**src/rtl/i2cm_pkg.sv**
```systemverilog
package i2cm_pkg;

  typedef enum logic [1:0] {
    OP_START = 2'd0,
    OP_SEND  = 2'd1,
    OP_RECV  = 2'd2,
    OP_STOP  = 2'd3
  } eng_op_e;

  localparam int NREG       = 5;
  localparam int OFF_STRIDE = 4;

  localparam int IX_OWN = 0;
  localparam int IX_DIV = 1;
  localparam int IX_CTL = 2;
  localparam int IX_STS = 3;
  localparam int IX_DAT = 4;

  localparam int CB_EN    = 7;
  localparam int CB_IE    = 6;
  localparam int CB_MST   = 5;
  localparam int CB_TX    = 4;
  localparam int CB_NOACK = 3;
  localparam int CB_RS    = 2;

  localparam int SB_RXNAK = 0;
  localparam int SB_FLAG  = 1;
  localparam int SB_BUSY  = 5;

  localparam logic [7:0] OWN_MASK = 8'hFE;
  localparam logic [7:0] DIV_MASK = 8'h3F;
  localparam logic [7:0] CTL_MASK = 8'hFC;
  localparam logic [7:0] NO_DATA  = 8'hFF;

  // A control write ends an open transfer when it disables, drops master or asks for a restart.
  function automatic logic ctl_ends_xfer(input logic open, input logic cur_en,
                                         input logic [7:0] w);
    return open && ((cur_en && !w[CB_EN]) || !w[CB_MST] || w[CB_RS]);
  endfunction

  // Value stored into control on a normal write; restart self-clears when it closed a transfer.
  function automatic logic [7:0] ctl_store(input logic open, input logic [7:0] w);
    logic [7:0] v;
    v = w & CTL_MASK;
    if (open) v[CB_RS] = 1'b0;
    return v;
  endfunction

  function automatic logic [7:0] status_byte(input logic rxnak, input logic flag,
                                             input logic busy);
    logic [7:0] s;
    s = 8'h00;
    s[SB_RXNAK] = rxnak;
    s[SB_FLAG]  = flag;
    s[SB_BUSY]  = busy;
    return s;
  endfunction

endpackage

```
**src/rtl/i2cm_decode.sv**
```systemverilog
module i2cm_decode #(
  parameter int AW     = 5,
  parameter int NR     = 5,
  parameter int STRIDE = 4
) (
  input  logic [AW-1:0] addr,
  output logic [NR-1:0] hit
);
  for (genvar i = 0; i < NR; i++) begin : g_slot
    localparam logic [AW-1:0] OFF_I = AW'(i * STRIDE);
    assign hit[i] = (addr == OFF_I);
  end
endmodule

```
**src/rtl/i2cm_seq.sv**
```systemverilog
module i2cm_seq
  import i2cm_pkg::*;
(
  input  logic       clk,
  input  logic       rst_n,
  input  logic       launch,
  input  eng_op_e    op_in,
  input  logic [7:0] byte_in,
  input  logic       eng_ack,
  output logic       busy,
  output logic       done,
  output logic       eng_req,
  output eng_op_e    eng_op,
  output logic [7:0] eng_wbyte
);
  logic       busy_q;
  eng_op_e    op_q;
  logic [7:0] byte_q;

  always_ff @(posedge clk or negedge rst_n) begin
    if (!rst_n) begin
      busy_q <= 1'b0;
      op_q   <= OP_START;
      byte_q <= 8'h00;
    end else if (!busy_q && launch) begin
      busy_q <= 1'b1;
      op_q   <= op_in;
      byte_q <= byte_in;
    end else if (busy_q && eng_ack) begin
      busy_q <= 1'b0;
    end
  end

  assign busy      = busy_q;
  assign done      = busy_q && eng_ack;
  assign eng_req   = busy_q;
  assign eng_op    = op_q;
  assign eng_wbyte = byte_q;

  p_req_held_r13: assert property (@(posedge clk) disable iff (!rst_n)
    (eng_req && !eng_ack) |=> (eng_req && $stable(eng_op) && $stable(eng_wbyte)));

  p_req_drops_r13: assert property (@(posedge clk) disable iff (!rst_n)
    done |=> !eng_req);
endmodule

```
**src/rtl/i2cm_ctrl_front.sv**
```systemverilog
module i2cm_ctrl_front
  import i2cm_pkg::*;
#(
  parameter int AW = 5,
  parameter int DW = 16
) (
  input  logic          clk,
  input  logic          rst_n,
  input  logic          bus_sel,
  input  logic          bus_wr,
  input  logic [AW-1:0] bus_addr,
  input  logic [DW-1:0] bus_wdata,
  output logic [DW-1:0] bus_rdata,
  output logic          bus_ready,
  output logic          irq,
  output logic          eng_req,
  output logic [1:0]    eng_op,
  output logic [7:0]    eng_wbyte,
  input  logic          eng_ack,
  input  logic          eng_nack,
  input  logic [7:0]    eng_rbyte
);
  logic [7:0] own_q, div_q, ctl_q, rd_q;
  logic       rxnak_q, flag_q, lnbusy_q, open_q;

  logic [NREG-1:0] hit;
  logic [7:0]      wb;
  logic            cur_en, cur_mst;
  logic            wr_ctl, wr_sts, wr_dat, rd_dat;

  i2cm_decode #(.AW(AW), .NR(NREG), .STRIDE(OFF_STRIDE)) u_dec (
    .addr(bus_addr), .hit(hit)
  );

  assign wb      = bus_wdata[7:0];
  assign cur_en  = ctl_q[CB_EN];
  assign cur_mst = ctl_q[CB_MST];
  assign wr_ctl  = bus_sel && bus_wr && hit[IX_CTL];
  assign wr_sts  = bus_sel && bus_wr && hit[IX_STS];
  assign wr_dat  = bus_sel && bus_wr && hit[IX_DAT];
  assign rd_dat  = bus_sel && !bus_wr && hit[IX_DAT];

  // Engine request selection for the access being presented
  logic       need_eng;
  eng_op_e    op_sel;
  logic [7:0] byte_sel;

  always_comb begin
    need_eng = 1'b0;
    op_sel   = OP_STOP;
    byte_sel = 8'h00;
    if (wr_ctl && ctl_ends_xfer(open_q, cur_en, wb)) begin
      need_eng = 1'b1;
    end else if (wr_dat && cur_en && cur_mst) begin
      need_eng = 1'b1;
      op_sel   = open_q ? OP_SEND : OP_START;
      byte_sel = wb;
    end else if (rd_dat && cur_mst && open_q && !ctl_q[CB_TX]) begin
      need_eng = 1'b1;
      op_sel   = OP_RECV;
    end
  end

  logic    seq_busy, seq_done, launch;
  eng_op_e seq_op;

  assign launch = bus_sel && !seq_busy && need_eng;

  i2cm_seq u_seq (
    .clk(clk), .rst_n(rst_n), .launch(launch), .op_in(op_sel), .byte_in(byte_sel),
    .eng_ack(eng_ack), .busy(seq_busy), .done(seq_done), .eng_req(eng_req),
    .eng_op(seq_op), .eng_wbyte(eng_wbyte)
  );
  assign eng_op = seq_op;

  // Named events
  logic commit, ev_soft, ev_raise, ev_close_ctl;
  assign bus_ready    = seq_busy ? seq_done : !need_eng;
  assign commit       = bus_sel && bus_ready;
  assign ev_soft      = wr_ctl && cur_en && !wb[CB_EN];
  assign ev_close_ctl = open_q && (!wb[CB_MST] || wb[CB_RS]);
  assign ev_raise     = seq_done && !eng_nack && (seq_op != OP_STOP) &&
                        cur_en && ctl_q[CB_IE];

  // Read path
  logic [7:0] dat_view, rbyte;
  assign dat_view = (seq_done && !eng_nack) ? eng_rbyte : NO_DATA;

  always_comb begin
    rbyte = 8'h00;
    if (hit[IX_OWN]) rbyte = own_q;
    if (hit[IX_DIV]) rbyte = div_q;
    if (hit[IX_CTL]) rbyte = ctl_q;
    if (hit[IX_STS]) rbyte = status_byte(rxnak_q, flag_q, lnbusy_q);
    if (hit[IX_DAT]) rbyte = cur_mst ? dat_view : rd_q;
  end
  assign bus_rdata = DW'(rbyte);

  always_ff @(posedge clk or negedge rst_n) begin
    if (!rst_n) begin
      own_q <= 8'h00; div_q <= 8'h00; ctl_q <= 8'h00; rd_q <= 8'h00;
      rxnak_q <= 1'b0; flag_q <= 1'b0; lnbusy_q <= 1'b0; open_q <= 1'b0;
    end else if (commit) begin
      if (ev_soft) begin
        div_q <= 8'h00; ctl_q <= 8'h00; rd_q <= 8'h00;
        rxnak_q <= 1'b0; flag_q <= 1'b0; lnbusy_q <= 1'b0; open_q <= 1'b0;
      end else begin
        if (bus_wr && hit[IX_OWN]) own_q <= wb & OWN_MASK;
        if (bus_wr && hit[IX_DIV]) div_q <= wb & DIV_MASK;
        if (wr_ctl) begin
          ctl_q    <= ctl_store(open_q, wb);
          lnbusy_q <= wb[CB_MST];
          if (ev_close_ctl) open_q <= 1'b0;
        end
        if (wr_sts && !wb[SB_FLAG]) flag_q <= 1'b0;
        if (wr_dat && seq_done) begin
          rxnak_q <= eng_nack;
          if (seq_op == OP_START) open_q <= !eng_nack;
          else if (eng_nack)      open_q <= 1'b0;
        end
        if (rd_dat && cur_mst) rd_q <= dat_view;
        if (ev_raise) flag_q <= 1'b1;
      end
    end
  end

  assign irq = flag_q;

  p_flag_gate_r8: assert property (@(posedge clk) disable iff (!rst_n)
    $rose(irq) |-> $past(ctl_q[CB_EN] && ctl_q[CB_IE]));

  p_busy_master_r3: assert property (@(posedge clk) disable iff (!rst_n)
    (commit && wr_ctl && !ev_soft) |=> (lnbusy_q == $past(wb[CB_MST])));

  p_soft_keeps_own_r4: assert property (@(posedge clk) disable iff (!rst_n)
    (commit && ev_soft) |=> ((own_q == $past(own_q)) && (ctl_q == 8'h00) && !open_q && !irq));

  p_flag_clear_r9: assert property (@(posedge clk) disable iff (!rst_n)
    (commit && wr_sts && !wb[SB_FLAG]) |=> !irq);

  p_master_close_r10: assert property (@(posedge clk) disable iff (!rst_n)
    (commit && wr_ctl && !wb[CB_MST]) |=> (!open_q && !lnbusy_q));

  p_no_req_disabled_r12: assert property (@(posedge clk) disable iff (!rst_n)
    ($rose(eng_req) && (eng_op == 2'd0 || eng_op == 2'd1)) |-> $past(ctl_q[CB_EN]));

  p_ready_wait_r13: assert property (@(posedge clk) disable iff (!rst_n)
    (eng_req && !eng_ack) |-> !bus_ready);
endmodule

```
**config.mk**
```make
export PLATFORM = sky130hd
export DESIGN_NAME = i2cm_ctrl_front
export DESIGN_NICKNAME = d
export VERILOG_FILES = /design/src/rtl/i2cm_pkg.sv /design/src/rtl/i2cm_decode.sv /design/src/rtl/i2cm_seq.sv /design/src/rtl/i2cm_ctrl_front.sv
export SDC_FILE = /design/constraint.sdc
export NUM_CORES = 1
export LEC_CHECK = 0
export ABC_AREA = 1
export CAP_MARGIN = 30
export CORE_MARGIN = 3
export CORE_UTILIZATION = 60
export DETAILED_ROUTE_END_ITERATION = 10
export DONT_BUFFER_PORTS = 1
export PLACE_DENSITY_LB_ADDON = 0.12
export SLEW_MARGIN = 20
export SYNTH_ARGS = -nofsm -noshare
export SYNTH_HDL_FRONTEND = slang
export SYNTH_SLANG_ARGS = --single-unit
```
**constraint.sdc**
```tcl
create_clock -name clk -period 2.1 [get_ports clk]
set_clock_uncertainty 0.1 [all_clocks]
set_input_delay 0.21 -clock clk [delete_from_list [all_inputs] [get_ports clk]]
set_output_delay 0.21 -clock clk [all_outputs]
set_load 0.02 [all_outputs]
```
==> flow_metrics.env <==
export IMPL_rrSetupSlack_ns=0.12
export IMPL_area_growth_pct=14.1
export IMPL_ys_ff_latch=41
export IMPL_synth_most_common_cell="nand2_1"
export IMPL_synth_area_leaders="dfrtp_1, nand2_1, inv_1"
export IMPL_netlist_area_leader_share=0.428
export IMPL_max_clock_path_buffers=2
export IMPL_ys_top_cells_by_count="nand2_1, dfrtp_1, inv_1"
export IMPL_final_nets=364
export IMPL_endpoint_kind="flop"
export IMPL_yosysTopAreaCell="dfrtp_1"
export IMPL_peakVddDrop_v=0.000541
export IMPL_grt_pass1_vias=2144
export IMPL_startpoint_type="flop"
export IMPL_synth_edf_count=0
export IMPL_required_ns=2.19
export IMPL_initial_core_util=0.640
export IMPL_clock_sinks=41
export IMPL_drt_pass1_iter_count=4
export IMPL_synthFlopType="dfrtp_1"
export IMPL_netlist_area_mm2=0.00239
export IMPL_place_area_mm2=0.00247
export IMPL_final_setup_viol_count=0
export IMPL_setup_tns_ns=0
export IMPL_cp_slowest_cell="dfrtp_1"
export IMPL_hp_class="in2reg"
export IMPL_num_rows=22
export IMPL_vias=2155
export IMPL_max_cap_violations=0
export IMPL_place_port_buffers=0
export IMPL_ctsHtreeMaxLevel=2
export IMPL_die_x_um=69.2
export IMPL_routedWlPerCell_um=15.8
export IMPL_path_cells="nand2_1, inv_1, nand3_1, nand3_2, nand2_4, nand3_4, nor2_4, inv_2, nand2_1, nand2_1"
export IMPL_cpPeakStageDelay_ns=0.46
export IMPL_finalWirelength_um=5980
export IMPL_grt_max_degree=42
export IMPL_max_slew_margin=0.642
export IMPL_path_class="reg2reg"
export IMPL_grt_pass1_wl_um=10200
export IMPL_cts_tree="built"
export IMPL_antenna_found_initial=0
export IMPL_layout_drive_gt1_share=0.182
export IMPL_clock_latency_ns=0.30
export IMPL_core_mm2=0.00374
export IMPL_cts_setup_buffers=0
export IMPL_cellPowerDensity_mw_per_mm2=643
export IMPL_dp_slack_ns=0.214
export IMPL_synthCells=304
export IMPL_drcViolationCount=0
export IMPL_arrival_ns=2.07
export IMPL_finalHoldViolCount=0
export IMPL_die_h_um=69.2
export IMPL_fin_crit_sh=0.942
export IMPL_min_period_ns=1.98
export IMPL_avgSynthCellArea_um2=7.88
export IMPL_fill_cells=305
export IMPL_dp_hpwl_um=4160
export IMPL_yosysWarnings=0
export IMPL_ys_types=37
export IMPL_async_reset_ff_frac=1.00
export IMPL_grt_overflow_total=0
export IMPL_clkTransAtPathRegs_ns=0.08
export IMPL_drtIter0Drc=147
export IMPL_cts_made_buffers=5
export IMPL_die_area_mm2=0.00479
export IMPL_gp_congestion=0.820
export IMPL_fin_ws_ns=0.123
export IMPL_yosysSeqAreaShare=0.428
export IMPL_fin_util=0.730
export IMPL_diodes=0
export IMPL_grt_util_all_layers=0.268
export IMPL_slew_viol_final=0
export IMPL_rsz0062_at_grt="no"
export IMPL_clock_fmax_mhz=506
export IMPL_fin_area_mm2=0.00273
export IMPL_status="completed"
export IMPL_critPathMaxFanout=11
export IMPL_worstMarginPinSlew_ns=0.536
export IMPL_total_leakage_power_nw=1.42
export IMPL_dp_cells=357
export IMPL_vias_per_cell=5.70
export IMPL_cts_root_buf="clkbuf_8"
export IMPL_num_io_pins=64
export IMPL_stdcell_count=378
export IMPL_antenna_left=0
export IMPL_cpMostUsedCell="nand2_1"
## cells by family after synthesis
kind of cell | after synthesis | synth area share
AND/OR/NAND/NOR | 161 | 0.336
flip-flops | 41 | 0.428
other | 1 | 0.00157
buffers and inverters | 53 | 0.107
AO/OA/AOI/OAI | 48 | 0.126
## cell usage in the layout, fill, tap and decap left out, types with 2 or more instances in the layout
cell,synthesis,routed
dfrtp_1,41,41
nand3_2,2,2
nor3_2,2,2
nor2_1,17,16
nand2_1,93,93
o21ai_1,8,8
nand3_4,3,3
buf_4,9,12
nand3_1,23,23
o21ai_2,8,8
clkbuf_8,0,6
dlygate4sd3_1,0,12
conb_1,1,8
nor2_2,3,4
nand2_4,2,2
inv_1,33,32
nor2_4,4,4
or2_2,5,5
inv_2,4,5
o21ai_0,15,15
a21oi_1,6,6
o31ai_1,2,2
nand4_1,5,5
## power breakdown
part	internal [mW]	switching [mW]	leakage (nW)
combinational	0.0701	0.129	0.804
clock	0.387	0.290	0.0574
sequential	0.845	0.0359	0.555
## through the flow
step	hold WS, ns	total power [mW]
global route	0.0389	1.82
finish	0.0207	1.76
detailed placement	-0.185	1.05
floorplan	-0.186	1.02
global placement	-0.185	1.05
CTS	0.0142	1.76
## worst max-delay path, delay by kind of cell, from the launching register on
family,cells,cell delay [ns]
and+or+nand+nor,8,1.13
buffers and inverters,2,0.17
DFF,1,0.46
## repair_timing
action	in CTS	in global routing
hold endpoints to repair	62	0
hold buffers	13	0
resized for setup	0	2
endpoints found under the setup margin	0	5
## registers in the layout, summed over array words and instances, names as in the netlist
signal / flops
rxnak_q: 1
u_seq.eng_wbyte: 8
ctl_q: 6
irq: 1
open_q: 1
u_seq.busy: 1
rd_q: 8
u_seq.eng_op: 2
own_q: 7
div_q: 6
## final timing paths
path	end	start	depth (start not counted)
min	u_seq.eng_wbyte[7]	bus_wdata[7]	2
max	div_q[0]	ctl_q[7]	10
min in group asynchronous	rxnak_q	rst_n	2
max reg2reg	div_q[0]	ctl_q[7]	10
min reg2reg	rd_q[3]	rd_q[3]	2
max in group asynchronous	rd_q[3]	rst_n	2
## area by class of cell
| cell class | instances | area [um^2] | area share |
|---|---|---|---|
| clock buffers | 6 | 82.6 | 0.0302 |
| clock inverters | 2 | 37.5 | 0.0137 |
| inverters | 39 | 154 | 0.0563 |
| multi-input cells | 217 | 1140 | 0.418 |
| flip-flops and latches | 41 | 1030 | 0.376 |
| well taps | 48 | 60.1 | 0.0220 |
| repair buffers | 25 | 230 | 0.0843 |
## routing by layer
layer	vias up	track usage	wire length, um	part of all wire
met5	-	0	0	0
met4	0	0.124	148	0.025
met3	11	0.0536	383	0.064
met2	87	0.434	2920	0.49
met1	1041	0.344	2520	0.42
li1	1016	-	-	-
Power figures use the tool's default switching activity.
